===== src/rtl/pg_perm_pkg.sv =====
// Package: shared types and constants for the page permission checker.
// Assumes: the error code layout below is decoded by the fault handler.
package pg_perm_pkg;

    typedef enum logic [1:0] {
        ACC_READ     = 2'b00,
        ACC_WRITE    = 2'b01,
        ACC_FETCH    = 2'b10,
        ACC_READ_ALT = 2'b11
    } acc_kind_e;

    localparam int ERR_W        = 5;
    localparam int ERR_BIT_PROT = 0;
    localparam int ERR_BIT_WR   = 1;
    localparam int ERR_BIT_USR  = 2;
    localparam int ERR_BIT_IF   = 4;

endpackage


===== src/rtl/pg_level_merge.sv =====
// Module: pg_level_merge
// Folds the per-level flags into one effective set for the page, with the
// most restrictive level winning. Present, writable and user need every
// level; no-execute is set if any level sets it.
// Assumes: NUM_LEVELS >= 1; purely combinational.
module pg_level_merge #(
    parameter int NUM_LEVELS = 2
) (
    input  logic [NUM_LEVELS-1:0] present_i,
    input  logic [NUM_LEVELS-1:0] writable_i,
    input  logic [NUM_LEVELS-1:0] user_i,
    input  logic [NUM_LEVELS-1:0] nx_i,
    output logic                  all_present_o,
    output logic                  all_writable_o,
    output logic                  all_user_o,
    output logic                  any_nx_o
);

    logic [NUM_LEVELS:0] p_chain;
    logic [NUM_LEVELS:0] w_chain;
    logic [NUM_LEVELS:0] u_chain;
    logic [NUM_LEVELS:0] x_chain;

    assign p_chain[0] = 1'b1;
    assign w_chain[0] = 1'b1;
    assign u_chain[0] = 1'b1;
    assign x_chain[0] = 1'b0;

    // One merge stage per translation level.
    for (genvar g = 0; g < NUM_LEVELS; g++) begin : g_level
        assign p_chain[g+1] = p_chain[g] & present_i[g];
        assign w_chain[g+1] = w_chain[g] & writable_i[g];
        assign u_chain[g+1] = u_chain[g] & user_i[g];
        assign x_chain[g+1] = x_chain[g] | nx_i[g];
    end

    assign all_present_o  = p_chain[NUM_LEVELS];
    assign all_writable_o = w_chain[NUM_LEVELS];
    assign all_user_o     = u_chain[NUM_LEVELS];
    assign any_nx_o       = x_chain[NUM_LEVELS];

endmodule


===== src/rtl/pg_rule_eval.sv =====
// Module: pg_rule_eval
// Applies the privilege, write-protect and no-execute rules to the merged
// page flags. Gives the fault decision and the error code.
// Assumes: inputs come from pg_level_merge; purely combinational.
module pg_rule_eval
    import pg_perm_pkg::*;
(
    input  logic             all_present_i,
    input  logic             all_writable_i,
    input  logic             all_user_i,
    input  logic             any_nx_i,
    input  acc_kind_e        kind_i,
    input  logic             priv_user_i,
    input  logic             wp_en_i,
    input  logic             nx_en_i,
    output logic             fault_o,
    output logic [ERR_W-1:0] err_o
);

    logic is_write;
    logic is_fetch;
    logic usr_viol;
    logic wr_viol;
    logic nx_viol;
    logic prot_viol;

    // Decode the access kind; the spare code behaves as a read.
    always_comb begin
        is_write = (kind_i == ACC_WRITE);
        is_fetch = (kind_i == ACC_FETCH);
    end

    // Evaluate each protection rule, then the overall verdict.
    always_comb begin
        usr_viol  = priv_user_i && !all_user_i;
        wr_viol   = is_write && !all_writable_i && (priv_user_i || wp_en_i);
        nx_viol   = is_fetch && nx_en_i && any_nx_i;
        prot_viol = usr_viol || wr_viol || nx_viol;
        fault_o   = !all_present_i || prot_viol;
    end

    // Build the error code; it is zero unless the access faults.
    always_comb begin
        err_o = '0;
        if (fault_o) begin
            err_o[ERR_BIT_PROT] = all_present_i;
            err_o[ERR_BIT_WR]   = is_write;
            err_o[ERR_BIT_USR]  = priv_user_i;
            err_o[ERR_BIT_IF]   = is_fetch;
        end
    end

endmodule


===== src/rtl/pg_perm_check.sv =====
// Module: pg_perm_check (top)
// Gives a registered allow/fault verdict for an access once translation
// has finished. The result appears one cycle after chk_valid_i.
// Assumes: bit 0 of each level vector is the directory, bit 1 the table;
// synchronous active-low reset.
module pg_perm_check
    import pg_perm_pkg::*;
#(
    parameter int NUM_LEVELS = 2
) (
    input  logic                  clk,
    input  logic                  rst_n,
    input  logic                  chk_valid_i,
    input  logic [NUM_LEVELS-1:0] lvl_present_i,
    input  logic [NUM_LEVELS-1:0] lvl_writable_i,
    input  logic [NUM_LEVELS-1:0] lvl_user_i,
    input  logic [NUM_LEVELS-1:0] lvl_nx_i,
    input  logic [1:0]            acc_kind_i,
    input  logic                  priv_user_i,
    input  logic                  wp_en_i,
    input  logic                  nx_en_i,
    output logic                  res_valid_o,
    output logic                  allow_o,
    output logic                  fault_o,
    output logic [4:0]            err_code_o
);

    logic             m_present;
    logic             m_writable;
    logic             m_user;
    logic             m_nx;
    logic             c_fault;
    logic [ERR_W-1:0] c_err;
    acc_kind_e        kind;

    assign kind = acc_kind_e'(acc_kind_i);

    pg_level_merge #(.NUM_LEVELS(NUM_LEVELS)) u_merge (
        .present_i      (lvl_present_i),
        .writable_i     (lvl_writable_i),
        .user_i         (lvl_user_i),
        .nx_i           (lvl_nx_i),
        .all_present_o  (m_present),
        .all_writable_o (m_writable),
        .all_user_o     (m_user),
        .any_nx_o       (m_nx)
    );

    pg_rule_eval u_rules (
        .all_present_i  (m_present),
        .all_writable_i (m_writable),
        .all_user_i     (m_user),
        .any_nx_i       (m_nx),
        .kind_i         (kind),
        .priv_user_i    (priv_user_i),
        .wp_en_i        (wp_en_i),
        .nx_en_i        (nx_en_i),
        .fault_o        (c_fault),
        .err_o          (c_err)
    );

    // Register the verdict; outputs are quiet when no check is presented.
    always_ff @(posedge clk) begin
        if (!rst_n) begin
            res_valid_o <= 1'b0;
            allow_o     <= 1'b0;
            fault_o     <= 1'b0;
            err_code_o  <= '0;
        end else begin
            res_valid_o <= chk_valid_i;
            allow_o     <= chk_valid_i && !c_fault;
            fault_o     <= chk_valid_i && c_fault;
            err_code_o  <= chk_valid_i ? c_err : '0;
        end
    end

    AST_RESULT_EXCLUSIVE: assert property (@(posedge clk) disable iff (!rst_n)
        res_valid_o |-> (allow_o ^ fault_o));

    AST_IDLE_QUIET: assert property (@(posedge clk) disable iff (!rst_n)
        !res_valid_o |-> (!allow_o && !fault_o && err_code_o == '0));

    AST_ONE_CYCLE: assert property (@(posedge clk) disable iff (!rst_n)
        chk_valid_i |=> res_valid_o);

    AST_NOT_PRESENT: assert property (@(posedge clk) disable iff (!rst_n)
        (res_valid_o && !(&$past(lvl_present_i))) |-> (fault_o && !err_code_o[0]));

    AST_USER_SUPER_PAGE: assert property (@(posedge clk) disable iff (!rst_n)
        (res_valid_o && $past(priv_user_i) && !(&$past(lvl_user_i))) |-> fault_o);

    AST_SUPER_NO_WP: assert property (@(posedge clk) disable iff (!rst_n)
        (res_valid_o && (&$past(lvl_present_i)) && !$past(priv_user_i) && !$past(wp_en_i)
         && $past(acc_kind_i) != 2'b10) |-> allow_o);

    AST_ALLOW_CLEAN_CODE: assert property (@(posedge clk) disable iff (!rst_n)
        allow_o |-> (err_code_o == '0));

    AST_NX_DATA_READ: assert property (@(posedge clk) disable iff (!rst_n)
        (res_valid_o && (&$past(lvl_present_i)) && !$past(priv_user_i)
         && $past(acc_kind_i) == 2'b00) |-> allow_o);

endmodule


===== config.mk =====
export PLATFORM = sky130hd
export DESIGN_NAME = pg_perm_check
export DESIGN_NICKNAME = d
export VERILOG_FILES = /design/src/rtl/pg_perm_pkg.sv /design/src/rtl/pg_level_merge.sv /design/src/rtl/pg_rule_eval.sv /design/src/rtl/pg_perm_check.sv
export SDC_FILE = /design/constraint.sdc
export NUM_CORES = 1
export LEC_CHECK = 0
export BUFFER_PORTS_ARGS = -buffer_cell sky130_fd_sc_hd__clkbuf_2
export CAP_MARGIN = 25
export CORE_AREA = 2 2 39 41
export DETAILED_ROUTE_END_ITERATION = 12
export DIE_AREA = 0 0 41 43
export PLACE_DENSITY = 0.61
export SYNTH_ARGS = -nofsm -noshare
export SYNTH_HDL_FRONTEND = slang
export SYNTH_SLANG_ARGS = --single-unit

===== constraint.sdc =====
create_clock -name clk -period 1.2 [get_ports clk]
set_input_delay 0.18 -clock clk [delete_from_list [all_inputs] [get_ports clk]]
set_output_delay 0.18 -clock clk [all_outputs]
set_load 0.02 [all_outputs]

---- Yosys cells after proc, flatten, opt, wreduce, memory -nomap -nowiden ----
Cells that the tools add are included.
storage, ports and cells
  bits of input ports ..................... 16
  word-level logic and storage cells ...... 27
  bits in registers ....................... 8
  output and inout port bits .............. 8
operators by class
  equality and inequality tests ........... 2
  reduce and logical (&&, ||, !) cells .... 16
  bitwise gates (word level) .............. 4
operators with widths
  kind                                                             number
  1-bit logical AND                                                7
  1-bit logical NOT                                                4
  1-bit logical OR                                                 4
  1-bit bitwise AND                                                3
  3-bit AND reduction                                              1
  2-bit by 1-bit == test with 1-bit output, second input constant  1
  2-bit == test, second input constant                             1
  1-bit OR                                                         1

---- Logic depth before layout (Yosys ltp) ----
  depth in word-level cells ............... 9
  mapped depth ............................ 4
  depth with buffers taken out ............ 4

---- Cells and area by module ----
A second synthesis with hierarchy kept.
unflattened totals
  cell total of the unflattened synthesis .. 33
  area, all modules ....................... 346.6 um2
by module, submodules not included
  module          times used  cells each  sequential area each (um2)  area an instance (um2)
  pg_perm_check   1           16          160.2                       214.0
  pg_rule_eval    1           13          0.0                         107.6
  pg_level_merge  1           4           0.0                         25.0

---- Least setup slack after synthesis ----
Ideal clock, no wire load.
  kind .................................... input -> register
  from .................................... in acc_kind_i[1]
  to ...................................... reg err_code_o[4]
  data arrival time ....................... 1.022 ns
  stages .................................. 3
  path slack .............................. 0.074 ns
  data required time ...................... 1.097 ns
  buffers on the path ..................... 0
  setup time .............................. 0.103 ns
  cell sequence ........................... nand2b_4 o32a_4 a2111oi_2
on the way
  longest elaborated chain between the ends .. 7
  elaborated cells on any way between the ends .. 10
  those cells by class .................... 2 x eq/ne; 8 x reduce/logical
ends and longest elaborated chain
  item                                      line                 text
  start: declaration                        pg_perm_check.sv:18  input logic [1:0] acc_kind_i,
  2-bit by 1-bit == test with 1-bit output  pg_rule_eval.sv:29   is_write = (kind_i == ACC_WRITE);
  1-bit logical AND (2 in a row)            pg_rule_eval.sv:36   wr_viol = is_write && !all_writable_i && (priv_user_i || wp_en_i);
  1-bit logical OR (2 in a row)             pg_rule_eval.sv:38   prot_viol = usr_viol || wr_viol || nx_viol;
  1-bit logical OR                          pg_rule_eval.sv:39   fault_o = !all_present_i || prot_viol;
  3-bit AND reduction (no source line)      -
  end signal: assignment                    pg_perm_check.sv:73  err_code_o <= chk_valid_i ? c_err : '0;
  end: declaration                          pg_perm_check.sv:25  output logic [4:0] err_code_o
Several ways; a longest one is shown, not always the timed one.
A chain may end at the register's enable or synchronous reset.

---- Worst setup path in the final report ----
Ends and elaborated chain as after synthesis.

==> metrics <==
IO Port Bufs=22; CTS tree=built; RSZ-0062 raised after global routing=false; Die Area=between 1500 and 2000 um2; GRT Residual Overflow=0; htree depth=1; Routability Congestion=between 0.6 and 0.7; Initial Utilization=20.5%; global-route wire length before repair=between 900 and 1000 um; kind of critical path=primary input to flip-flop; share of cells above drive strength 1=57.1%; WHS Endpoint=err_code_o[0]; Yosys top cell by area=dfxtp_1; # Max-Cap Violations=0; vias=286; Setup WS pre-CTS=-0.0719 ns; fin nets=73; Hold Violations, Final=0; Cell Pwr Density=1180 nW/um2; die height=roughly 43 um; postcts setup bufs=0; Worst Min Path Start=lvl_present_i[1]; post-synthesis async set-or-reset flop share=0%; area of the core=1380 um2; synthesized area=284 um2; Slew Limit Fails=0; DRC violations left=0; initial antenna violation count=0; Final Power=0.539 mW; library cells used by synthesis=14; vias in the first global route=264; path category of the worst min-delay check=primary input to flip-flop; Inserted Diodes=0; post-CTS sizing=0; hold-fix buffers at CTS=0; Reg clk slew, reported paths=0.05 ns; Fmax achieved=991 MHz; Synth Instances=28; Synth area leaders=dfxtp_1 49%, o32a_4 7.9%, a21oi_1 5.3%; Synth top area share=49.3%; Synth warnings=0; Setup-failing EPs final=0; maximum VDD drop=0.298 mV; sequential area share after synthesis=49.3%; final wirelength=slightly below 600 um; most common cell in the netlist=dfxtp_1; Final period util=84.1%; Mean Syn Cell Area=10.1 um2; Ports=24; Overall Global Routing Usage=8.25%; setup ws final=0.191 ns; DR pass1 iterations=4; status=completed; CP Launch Type=primary input; Vias/cell=3.97; CP Capture Type=flip-flop; Inserted Clock Buffers=3; leakage=between 0.2 and 0.25 nW; Synth Flop Type=dfxtp_1; Post-synth EDFFs=0; Commonest cells post-synth=7 x dfxtp_1, 4 x nand2_1, 3 x a21oi_1; Routed Antenna Nets=0; CTS Sinks=7; die width=41 um; CTS max path bufs=2; Area Growth Syn to Fin=60.4%; #FFs+latches synth=7; wire per inst=8.17 um; CP startpoint=acc_kind_i[1]; First DRT Iteration DRCs=6; critical path peak fanout=6; CP required=1.35 ns; WHS=0.177 ns; Mapped Nets=44; hold path cells=3; crit path DAT=1.15 ns; Std-Cell Rows=14; Period minus WS final=1.01 ns; largest net degree at the start of global routing=7; clock root cell=clkbuf_4
state kept, by name, summed over array words and instances (netlist names):
register     cells
allow_o          1
err_code_o       4
fault_o          1
res_valid_o      1
area by class of cell:
class	count	area [um2]
fill	153	928
sequential	7	140
timing repair buffer	25	133
multi-input combinational	18	129
clock buffer	4	26.3
tap	16	20.0
inverter	2	7.51
where the power goes:
group	internal, mW	switching [mW]
registers	0.241	0.00189
logic	0.0440	0.0450
clock network	0.126	0.0800
worst max-delay path, stage by stage:
cell and delay (ns):
clkbuf_2 0.09, nand2b_4 0.13, o32a_4 0.40, a2111oi_2 0.35
routing by layer:
metal / up-vias / GRT usage (%) / wire length (um)
met5: - / 0 / 0
met4: 0 / 12.0 / 19
met3: 2 / 1.57 / 73
met2: 19 / 11.3 / 255
met1: 114 / 8.09 / 240
li1: 151 / - / -
cells in the final DEF, fill, tap and decap left out, types with 2 or more instances in the layout:
master,n
buf_4,3
nand2_1,4
dfxtp_1,7
inv_1,2
a211oi_1,2
clkbuf_4,3
nor2_1,2
a21oi_1,3
clkbuf_2,22
cell families (layout without fill, tap and decap cells):
kind of cell,after synthesis,after routing,share of synthesized area (%)
AO/OA/AOI/OAI,7,7,23.8
AND/OR/NAND/NOR,10,10,20.3
buffers and inverters,3,31,5.29
flip-flops,7,7,49.3
other,1,1,1.32
how the worst max path moves through the flow:
stage                          to  depth (start not counted)
floorplan           err_code_o[4]                          3
global placement    err_code_o[4]                          4
detailed placement  err_code_o[4]                          4
CTS                 err_code_o[4]                          4
global route        err_code_o[4]                          4
finish              err_code_o[4]                          4
through the flow:
step | instance area (um2) | setup TNS (ns) | utilization [%] | instances
finish | 455 | 0 | 32.9 | 72
floorplan | 284 | 0 | - | 28
CTS | 455 | 0 | 32.9 | 72
global placement | 429 | -0.0441 | 31.0 | 68
global route | 455 | 0 | 32.9 | 72
detailed placement | 429 | -0.0719 | 31.0 | 68
Note: power is estimated with default switching activity, not from simulation.
